==> src/rtl/dslope_pkg.sv <==
package dslope_pkg;

    typedef enum logic [2:0] {
        ST_HOLD,
        ST_AZ,
        ST_INT,
        ST_DEINT,
        ST_IZ
    } seq_st_t;

    localparam logic [1:0] AB_AZ    = 2'b01;
    localparam logic [1:0] AB_INT   = 2'b10;
    localparam logic [1:0] AB_DEINT = 2'b11;
    localparam logic [1:0] AB_IZ    = 2'b00;

endpackage

==> src/rtl/dslope_sync.sv <==
module dslope_sync #(
    parameter int STAGES = 2
) (
    input  logic clk,
    input  logic rst_n,
    input  logic async_i,
    output logic lvl_o,
    output logic fall_o
);
    logic [STAGES-1:0] chain_q;
    logic              prev_q;

    always_ff @(posedge clk or negedge rst_n) begin
        if (!rst_n) begin
            chain_q <= '0;
            prev_q  <= 1'b0;
        end else begin
            chain_q <= {chain_q[STAGES-2:0], async_i};
            prev_q  <= chain_q[STAGES-1];
        end
    end

    assign lvl_o  = chain_q[STAGES-1];
    assign fall_o = prev_q & ~chain_q[STAGES-1];
endmodule

==> src/rtl/dslope_cnt.sv <==
module dslope_cnt #(
    parameter int W = 16
) (
    input  logic         clk,
    input  logic         rst_n,
    input  logic         clr_i,
    input  logic [W-1:0] lim_i,
    output logic [W-1:0] cnt_o,
    output logic         last_o
);
    localparam logic [W-1:0] CNT_TOP = '1;

    logic [W-1:0] cnt_q;

    always_ff @(posedge clk or negedge rst_n) begin
        if (!rst_n)              cnt_q <= '0;
        else if (clr_i)          cnt_q <= '0;
        else if (cnt_q != CNT_TOP) cnt_q <= cnt_q + W'(1);
    end

    assign cnt_o  = cnt_q;
    assign last_o = (cnt_q == lim_i - W'(1));
endmodule

==> src/rtl/dslope_result.sv <==
module dslope_result #(
    parameter int W = 16
) (
    input  logic         clk,
    input  logic         rst_n,
    input  logic         load_i,
    input  logic         sign_i,
    input  logic [W-1:0] mag_i,
    input  logic         ovr_i,
    output logic         valid_o,
    output logic         sign_o,
    output logic [W-1:0] mag_o,
    output logic         ovr_o
);
    always_ff @(posedge clk or negedge rst_n) begin
        if (!rst_n) begin
            valid_o <= 1'b0;
            sign_o  <= 1'b0;
            mag_o   <= '0;
            ovr_o   <= 1'b0;
        end else begin
            valid_o <= load_i;
            if (load_i) begin
                sign_o <= sign_i;
                mag_o  <= mag_i;
                ovr_o  <= ovr_i;
            end
        end
    end
endmodule

==> src/rtl/dslope_seq.sv <==
module dslope_seq
    import dslope_pkg::*;
#(
    parameter int CW          = 16,
    parameter int SYNC_STAGES = 2
) (
    input  logic          clk,
    input  logic          rst_n,
    input  logic          start_i,
    input  logic          cont_i,
    input  logic [CW-1:0] az_len_i,
    input  logic [CW-1:0] int_len_i,
    input  logic [CW-1:0] deint_max_i,
    input  logic [CW-1:0] iz_max_i,
    input  logic          cmp_i,
    output logic [1:0]    ab_o,
    output logic          res_valid_o,
    output logic          res_sign_o,
    output logic [CW-1:0] res_mag_o,
    output logic          res_ovr_o,
    output logic          iz_tmo_o
);
    seq_st_t       st_q, st_d;
    logic          cmp_lvl, cmp_fall;
    logic [CW-1:0] az_eff, lim, cnt;
    logic          cnt_last, cnt_clr;
    logic          sign_q, tmo_q;
    logic          ld, ld_ovr;
    logic [CW-1:0] ld_mag;

    dslope_sync #(.STAGES(SYNC_STAGES)) u_sync (
        .clk    (clk),
        .rst_n  (rst_n),
        .async_i(cmp_i),
        .lvl_o  (cmp_lvl),
        .fall_o (cmp_fall)
    );

    // A zero auto-zero length borrows the integration length.
    assign az_eff = (az_len_i == '0) ? int_len_i : az_len_i;

    always_comb begin
        case (st_q)
            ST_AZ:    lim = az_eff;
            ST_DEINT: lim = deint_max_i;
            ST_IZ:    lim = iz_max_i;
            default:  lim = int_len_i;
        endcase
    end

    assign cnt_clr = (st_d != st_q);

    dslope_cnt #(.W(CW)) u_cnt (
        .clk   (clk),
        .rst_n (rst_n),
        .clr_i (cnt_clr),
        .lim_i (lim),
        .cnt_o (cnt),
        .last_o(cnt_last)
    );

    always_comb begin
        st_d = st_q;
        unique case (st_q)
            ST_HOLD:  if (start_i || cont_i)    st_d = ST_AZ;
            ST_AZ:    if (cnt_last)             st_d = ST_INT;
            ST_INT:   if (cnt_last)             st_d = ST_DEINT;
            ST_DEINT: if (cmp_fall || cnt_last) st_d = ST_IZ;
            ST_IZ:    if (cmp_lvl || cnt_last)  st_d = ST_HOLD;
            default:                            st_d = ST_HOLD;
        endcase
    end

    always_ff @(posedge clk or negedge rst_n) begin
        if (!rst_n) st_q <= ST_HOLD;
        else        st_q <= st_d;
    end

    always_ff @(posedge clk or negedge rst_n) begin
        if (!rst_n) begin
            sign_q <= 1'b0;
            tmo_q  <= 1'b0;
        end else begin
            if (st_q == ST_INT && cnt_last) sign_q <= cmp_lvl;
            tmo_q <= (st_q == ST_IZ) && !cmp_lvl && cnt_last;
        end
    end

    assign ld     = (st_q == ST_DEINT) && (cmp_fall || cnt_last);
    assign ld_mag = cmp_fall ? cnt : deint_max_i;
    assign ld_ovr = !cmp_fall;

    dslope_result #(.W(CW)) u_res (
        .clk    (clk),
        .rst_n  (rst_n),
        .load_i (ld),
        .sign_i (sign_q),
        .mag_i  (ld_mag),
        .ovr_i  (ld_ovr),
        .valid_o(res_valid_o),
        .sign_o (res_sign_o),
        .mag_o  (res_mag_o),
        .ovr_o  (res_ovr_o)
    );

    assign iz_tmo_o = tmo_q;

    always_comb begin
        unique case (st_q)
            ST_INT:   ab_o = AB_INT;
            ST_DEINT: ab_o = AB_DEINT;
            ST_IZ:    ab_o = AB_IZ;
            default:  ab_o = AB_AZ;
        endcase
    end


    int_exit_chk: assert property (@(posedge clk) disable iff (!rst_n)
        (ab_o == AB_INT) |=> (ab_o == AB_INT || ab_o == AB_DEINT));

    deint_exit_chk: assert property (@(posedge clk) disable iff (!rst_n)
        (ab_o == AB_DEINT) |=> (ab_o == AB_DEINT || ab_o == AB_IZ));

    iz_exit_chk: assert property (@(posedge clk) disable iff (!rst_n)
        (ab_o == AB_IZ) |=> (ab_o == AB_IZ || ab_o == AB_AZ));

    valid_pulse_chk: assert property (@(posedge clk) disable iff (!rst_n)
        res_valid_o |=> !res_valid_o);

    valid_in_iz_chk: assert property (@(posedge clk) disable iff (!rst_n)
        res_valid_o |-> (ab_o == AB_IZ));

    ovr_mag_chk: assert property (@(posedge clk) disable iff (!rst_n)
        (res_valid_o && res_ovr_o) |-> (res_mag_o == $past(deint_max_i)));

    tmo_exit_chk: assert property (@(posedge clk) disable iff (!rst_n)
        iz_tmo_o |-> (ab_o == AB_AZ && $past(ab_o == AB_IZ)));
endmodule

==> config.mk <==
export PLATFORM = sky130hd
export DESIGN_NAME = dslope_seq
export DESIGN_NICKNAME = d
export VERILOG_FILES = /design/src/rtl/dslope_pkg.sv /design/src/rtl/dslope_sync.sv /design/src/rtl/dslope_cnt.sv /design/src/rtl/dslope_result.sv /design/src/rtl/dslope_seq.sv
export SDC_FILE = /design/constraint.sdc
export NUM_CORES = 1
export LEC_CHECK = 0
export BUFFER_PORTS_ARGS = -buffer_cell sky130_fd_sc_hd__buf_4
export CELL_PAD_IN_SITES_DETAIL_PLACEMENT = 0
export CELL_PAD_IN_SITES_GLOBAL_PLACEMENT = 2
export CORE_ASPECT_RATIO = 1.4
export CORE_MARGIN = 1.5
export CORE_UTILIZATION = 32
export DETAILED_ROUTE_END_ITERATION = 16
export PLACE_DENSITY_LB_ADDON = 0.1
export SYNTH_ARGS = -nofsm -noshare
export SYNTH_HDL_FRONTEND = slang
export SYNTH_SLANG_ARGS = --single-unit
export TNS_END_PERCENT = 100
==> constraint.sdc <==
create_clock -name clk -period 4.23 [get_ports clk]
set_clock_uncertainty 0.1 [all_clocks]
set_input_delay 0.423 -clock clk [delete_from_list [all_inputs] [get_ports clk]]
set_output_delay 0.423 -clock clk [all_outputs]
set_load 0.02 [all_outputs]
# == Yosys cells after proc, flatten, opt, wreduce, memory -nomap -nowiden ==
# Cells that the tools add are included.
# totals
reg_bits,43
# op_classes
muxes,12
n_bitwise,2
add_sub_neg,2
n_reduce_logical,12
n_eq_ne,7
# op_table
op,count
16-bit 2-to-1 mux,4
16-bit one-hot mux with 3 select lines,1
16-bit by 1-bit adder with 16-bit output (second input constant),1
16-bit equality test,1
16-bit logical NOT,1
16-bit inequality test (second input constant),1
16-bit by 1-bit subtractor with 16-bit output (second input constant),1
3-bit 2-to-1 mux,5
3-bit one-hot mux with 5 select lines,1
3-bit by 2-bit equality test with 1-bit output (second input constant),2
2-bit one-hot mux with 3 select lines,1
1-bit logical AND,4
3-bit by 1-bit equality test with 1-bit output (second input constant),1
3-bit equality test (second input constant),1
3-bit logical NOT,1
1-bit logical OR,3
3-bit inequality test,1
1-bit logical NOT,2
2-bit nonzero test,1
1-bit AND,1
1-bit NOT,1

# == Longest topological paths before layout ==
# logic_depth
ltp_word,10
ltp_mapped,17

# == Cells and area by module ==
# Synthesis repeated with hierarchy kept, for this count alone.
# unflattened
cells_unflattened,368
hier_area_um2,3390.8
# by_module_without_submodules
module,seq_area_each_um2,cells_each,n_inst,area_per_inst_um2
dslope_cnt,400.4,160,1,1343.8
dslope_seq,125.1,165,1,1211.2
dslope_result,475.5,39,1,747.0
dslope_sync,75.1,4,1,88.8

# == Worst setup path after synthesis ==
# No wires, ideal clock.
# synth_timing
path_type,input -> register
start,input az_len_i[4]
end,register u_res.sign_o
arrival_ps,3646
path_buffers,1
slack_ps,357
cell_stages,15
setup_ps,128
path_cell_list,or4_4 nor4_2 and3_1 buf_2 a21o_1 inv_1 ha_1 o21ai_1 nor2_1 nor3_1 a31oi_1 nor4b_2 nand4_4 a21oi_4 mux2_1
# synth_between
elab_chain_len,7
# synth_lines
item,line,source
"start, declared",dslope_seq.sv:11,"input logic [CW-1:0] az_len_i,"
16-bit logical NOT,dslope_seq.sv:40,assign az_eff = (az_len_i == '0) ? int_len_i : az_len_i;
16-bit 2-to-1 mux (*),dslope_seq.sv:40,
16-bit one-hot mux with 3 select lines (*),dslope_seq.sv:43,case (st_q)
16-bit by 1-bit subtractor with 16-bit output (*),dslope_cnt.sv:22,assign last_o = (cnt_q == lim_i - W'(1));
16-bit equality test (*),dslope_cnt.sv:22,
1-bit logical OR (*),dslope_seq.sv:89,assign ld = (st_q == ST_DEINT) && (cmp_fall || cnt_last);
1-bit logical AND (*),dslope_seq.sv:89,
"end signal, assigned",dslope_result.sv:24,sign_o <= sign_i;
"end, declared",dslope_result.sv:11,"output logic sign_o,"
# Mark *: on every way between the ends. The rest lies on a longest branch, timed or not.
# A chain may end at the register's enable or synchronous reset.

# == Worst setup path after layout ==
# layout_timing
start,register st_q[0]
end,register st_q[1]
# layout_between
elab_chain_len,7
elab_cells_between_ends,15
cone_classes,1 x add/sub; 5 x eq/ne; 6 x mux; 3 x reduce/logical
# layout_lines
item,line,source
"start, declared",dslope_seq.sv:23,"seq_st_t st_q, st_d;"
"start signal, assigned",dslope_seq.sv:76,else st_q <= st_d;
3-bit equality test (tied with other cells),"dslope_seq.sv:43, dslope_seq.sv:64",
16-bit one-hot mux with 3 select lines,dslope_seq.sv:43,
16-bit by 1-bit subtractor with 16-bit output,dslope_cnt.sv:22,
16-bit equality test,dslope_cnt.sv:22,
"1-bit logical OR, on equally long branches","dslope_seq.sv:69, dslope_seq.sv:68",
"3-bit 2-to-1 mux, on equally long branches","dslope_seq.sv:69, dslope_seq.sv:68",
3-bit one-hot mux with 5 select lines (*),dslope_seq.sv:64,unique case (st_q)
named net st_d[1],dslope_seq.sv:23,
# Mark *: on every way through the listed nets, which the timed path passes. The rest lies on a longest branch.

==> results by group <==
Worst setup path
  • Crit start category: flop
  • Largest delay contributor family on the critical path: simple AND/OR/NAND/NOR gates
  • Slowest cell delay on critical path: 0.60 ns
  • Worst Path Required: 4.34 ns
  • Worst Setup End Kind: flop
  • Crit Path Category: flop to flop
  • CP max FO: 8
  • Critical-path top delay cell: or4_4
  • Crit path buffers/inverters: 1
  • Critical Path AT: 4.08 ns
  • Worst path cell trace: and2_1, a221oi_2, o22ai_1, or4_4, nor4_4, o211ai_1, o21ai_0, nor4b_2, nand4_4, buf_4, mux2_1, a21oi_1

Placement
  • Inst Count DP: 655
  • Hpwl dp: 9720 um
  • Placed Area: 4580 um2
  • Final RePlAce weighted congestion: 0.842
  • IO Port Bufs: 90

Floorplanning
  • # rows: 45
  • DIE WIDTH: 92.9 um
  • Die area: 12000 um2
  • IO Count: 91
  • Starting density of the core: 33.2%
  • Chip height: 129 um
  • Core region area: 10900 um2

Finish
  • Final std cells w/o fill: 663
  • Fillers: 1139
  • Layout cell share with drive strength beyond 1: 32.0%
  • Post-Layout Inst Area: 4770 um2
  • P&R area growth vs syn: 31.7%
  • Nets@finish: 592
  • Antenna Cells: 0

STA
  • Slew Viols, Final: 0
  • # setup viols final: 0
  • Slew margin rel.: 46.6%
  • Setup TNS: 0 ns
  • Final min period: 3.98 ns
  • Fin. Hold Viols: 0
  • Crit share post-route: 94.0%
  • Max Clock Freq: 251 MHz
  • RSZ-0062 raised after global routing: false
  • Least-Margin Pin Slew: 0.798 ns

Clock network
  • CTS tree: built
  • H-tree Lvls: 2
  • CTS buffer count: 5
  • Root Driver: clkbuf_16
  • CTS max path bufs: 2
  • Sink Count: 43
  • Number of setup buffers added after CTS: 0
  • Clock transition at path regs: 0.06 ns
  • Worst-Skew Late Latency: 0.29 ns

Route
  • DRT Wirelength: 12300 um
  • DRT iter0 DRCs: 186
  • # DRC: 0
  • Vias: 3637
  • Routed len/inst: 18.5 um
  • Post-route ant nets: 0
  • Via-to-Cell Ratio: 5.49
  • First-pass iteration count of the detailed router: 5

Worst hold path
  • HP Class: primary input to async pin

Logic synthesis
  • Most used DFF post-synth: dfrtp_1
  • Area share of the largest cell type after synthesis: 29.7%
  • Syn_nets: 495
  • Post-synth cell types: 71
  • Synth Warn #: 0
  • #FFs+latches synth: 43
  • Sequential share of the synthesized area: 29.7%
  • Mean post-synth cell area: 8.55 um2
  • Top post-synthesis cells by area: dfrtp_1, xnor2_1, nor2_1
  • Post-synth top area cell: dfrtp_1
  • Synth Instances: 424
  • Mapped Area: 3620 um2
  • Post-synth ARST share: 100%
  • EDFF count, synth: 0

Power
  • Tot Pwr: 1.26 mW
  • Max VDD drop: 293 uV
  • Cell Pwr Density: 264 nW/um2
  • LEAKAGE: 2.01 nW

Global routing
  • Total Routing Usage GR: 21.0%
  • Vias in the first global route: 3646
  • First-pass GRT wire length: 19500 um
  • GRT overflow: 0
  • Largest net degree at the start of global routing: 44
  • Initial antenna violation count: 0

Outcome
  • Outcome: complete, no violations

Flow run
  • Number of max-cap violations: 0
==> layer usage <==
layer	vias to the layer above	GRT usage, %	part of all wire, %	routed length (um)
li1	1774	-	-	-
met3	20	2.30	5.3	648
met5	-	0	0	0
met2	129	35.3	48	5890
met4	0	7.66	2.6	322
met1	1714	27.6	44	5430
==> area by class of cell <==
| cell class | count | area [um2] | share of cell area [%] |
|---|---|---|---|
| inverters | 15 | 56.3 | 1.18 |
| flip-flops and latches | 43 | 1080 | 22.6 |
| well taps | 141 | 176 | 3.70 |
| clock inverters | 3 | 43.8 | 0.917 |
| repair buffers | 119 | 918 | 19.2 |
| multi-input cells | 337 | 2370 | 49.8 |
| clock buffers | 5 | 125 | 2.62 |
==> logic make-up (layout without fill, tap and decap cells) <==
logic type | after synthesis | after routing | synth area share, %
mux | 14 | 14 | 4.01
xor+xnor | 31 | 31 | 7.49
flops | 43 | 43 | 29.7
buf+inv | 44 | 142 | 5.25
fa+ha+maj | 2 | 2 | 0.690
compound gates | 133 | 133 | 28.8
simple gates | 157 | 157 | 24.1
==> sequential cells by signal, summed over array words and instances, names as in the netlist <==
| name | count |
|---|---|
| st_q | 3 |
| u_res.mag_o | 16 |
| u_cnt.cnt_o | 16 |
| u_res.valid_o | 1 |
| u_res.ovr_o | 1 |
| iz_tmo_o | 1 |
| u_sync.prev_q | 1 |
| u_sync.chain_q | 2 |
| sign_q | 1 |
| u_res.sign_o | 1 |
==> Yosys cell counts (all sizes together), types with 5 or more instances <==
master,instances
clkbuf,15
or4,7
nand2b,20
a221oi,17
and2,5
dfrtp,43
inv,15
o22ai,18
a21o,5
and3,6
buf,14
a2bb2oi,17
xnor2,22
o311a,5
nand4,7
nor2,50
a21oi,26
nor3,12
nand3,9
mux2i,10
o21ai,16
nand2,23
xor2,9
a22oi,5
==> report_power, final <==
part	internal, mW	total, mW	switching (mW)
sequential	0.446	0.508	0.0620
combinational	0.151	0.312	0.161
clock	0.278	0.440	0.162
==> what timing repair did <==
| action | 4_1_cts | 5_1_grt |
|---|---|---|
| hold buffers | 0 | 0 |
| setup endpoints to repair | 0 | 39 |
| gates resized for setup | 0 | 6 |
==> placed cells by master, fill, tap and decap left out, types with 5 or more instances in the layout <==
cell | Yosys | layout
mux2i_1 | 10 | 10
o22ai_1 | 18 | 18
and2_1 | 5 | 5
inv_1 | 14 | 14
a221oi_1 | 15 | 15
nor2_1 | 50 | 50
and3_1 | 6 | 6
nand3_1 | 9 | 9
a21oi_1 | 23 | 23
nand2b_1 | 20 | 20
a21o_1 | 5 | 5
clkbuf_16 | 0 | 5
a2bb2oi_1 | 9 | 9
nand2_1 | 23 | 23
a2bb2oi_2 | 8 | 8
nor3_1 | 11 | 10
nand4_1 | 6 | 6
xnor2_1 | 22 | 22
o311a_1 | 5 | 5
xor2_1 | 9 | 9
buf_4 | 1 | 117
o21ai_0 | 13 | 13
dfrtp_1 | 43 | 41
==> metrics by stage <==
stage	hold WS (ns)	setup slack, ns	utilization [%]
floorplan	0.0274	0.357	-
finish	0.0172	0.253	43.7
global placement	0.236	0.0295	42.0
detailed placement	0.237	-0.0426	42.0
global route	0.0689	0.0344	43.7
CTS	0.0455	0.128	43.5
==> path summary, 6_finish.rpt <==
check / from / end / slack, ns / cells past startpoint
setup / recovery: st_q[0]$_DFF_PN0_ / st_q[1]$_DFF_PN0_ / 0.25 / 12
hold / removal: rst_n / u_res.valid_o$_DFF_PN0_ / 0.02 / 1
setup reg to reg: st_q[0]$_DFF_PN0_ / st_q[1]$_DFF_PN0_ / 0.25 / 12
hold reg to reg: u_sync.chain_q[0]$_DFF_PN0_ / u_sync.chain_q[1]$_DFF_PN0_ / 0.25 / 0
max in group asynchronous: rst_n / st_q[0]$_DFF_PN0_ / 3.59 / 1
min in group clk: cmp_i / u_sync.chain_q[0]$_DFF_PN0_ / 0.14 / 1
Power figures use the tool's default switching activity.
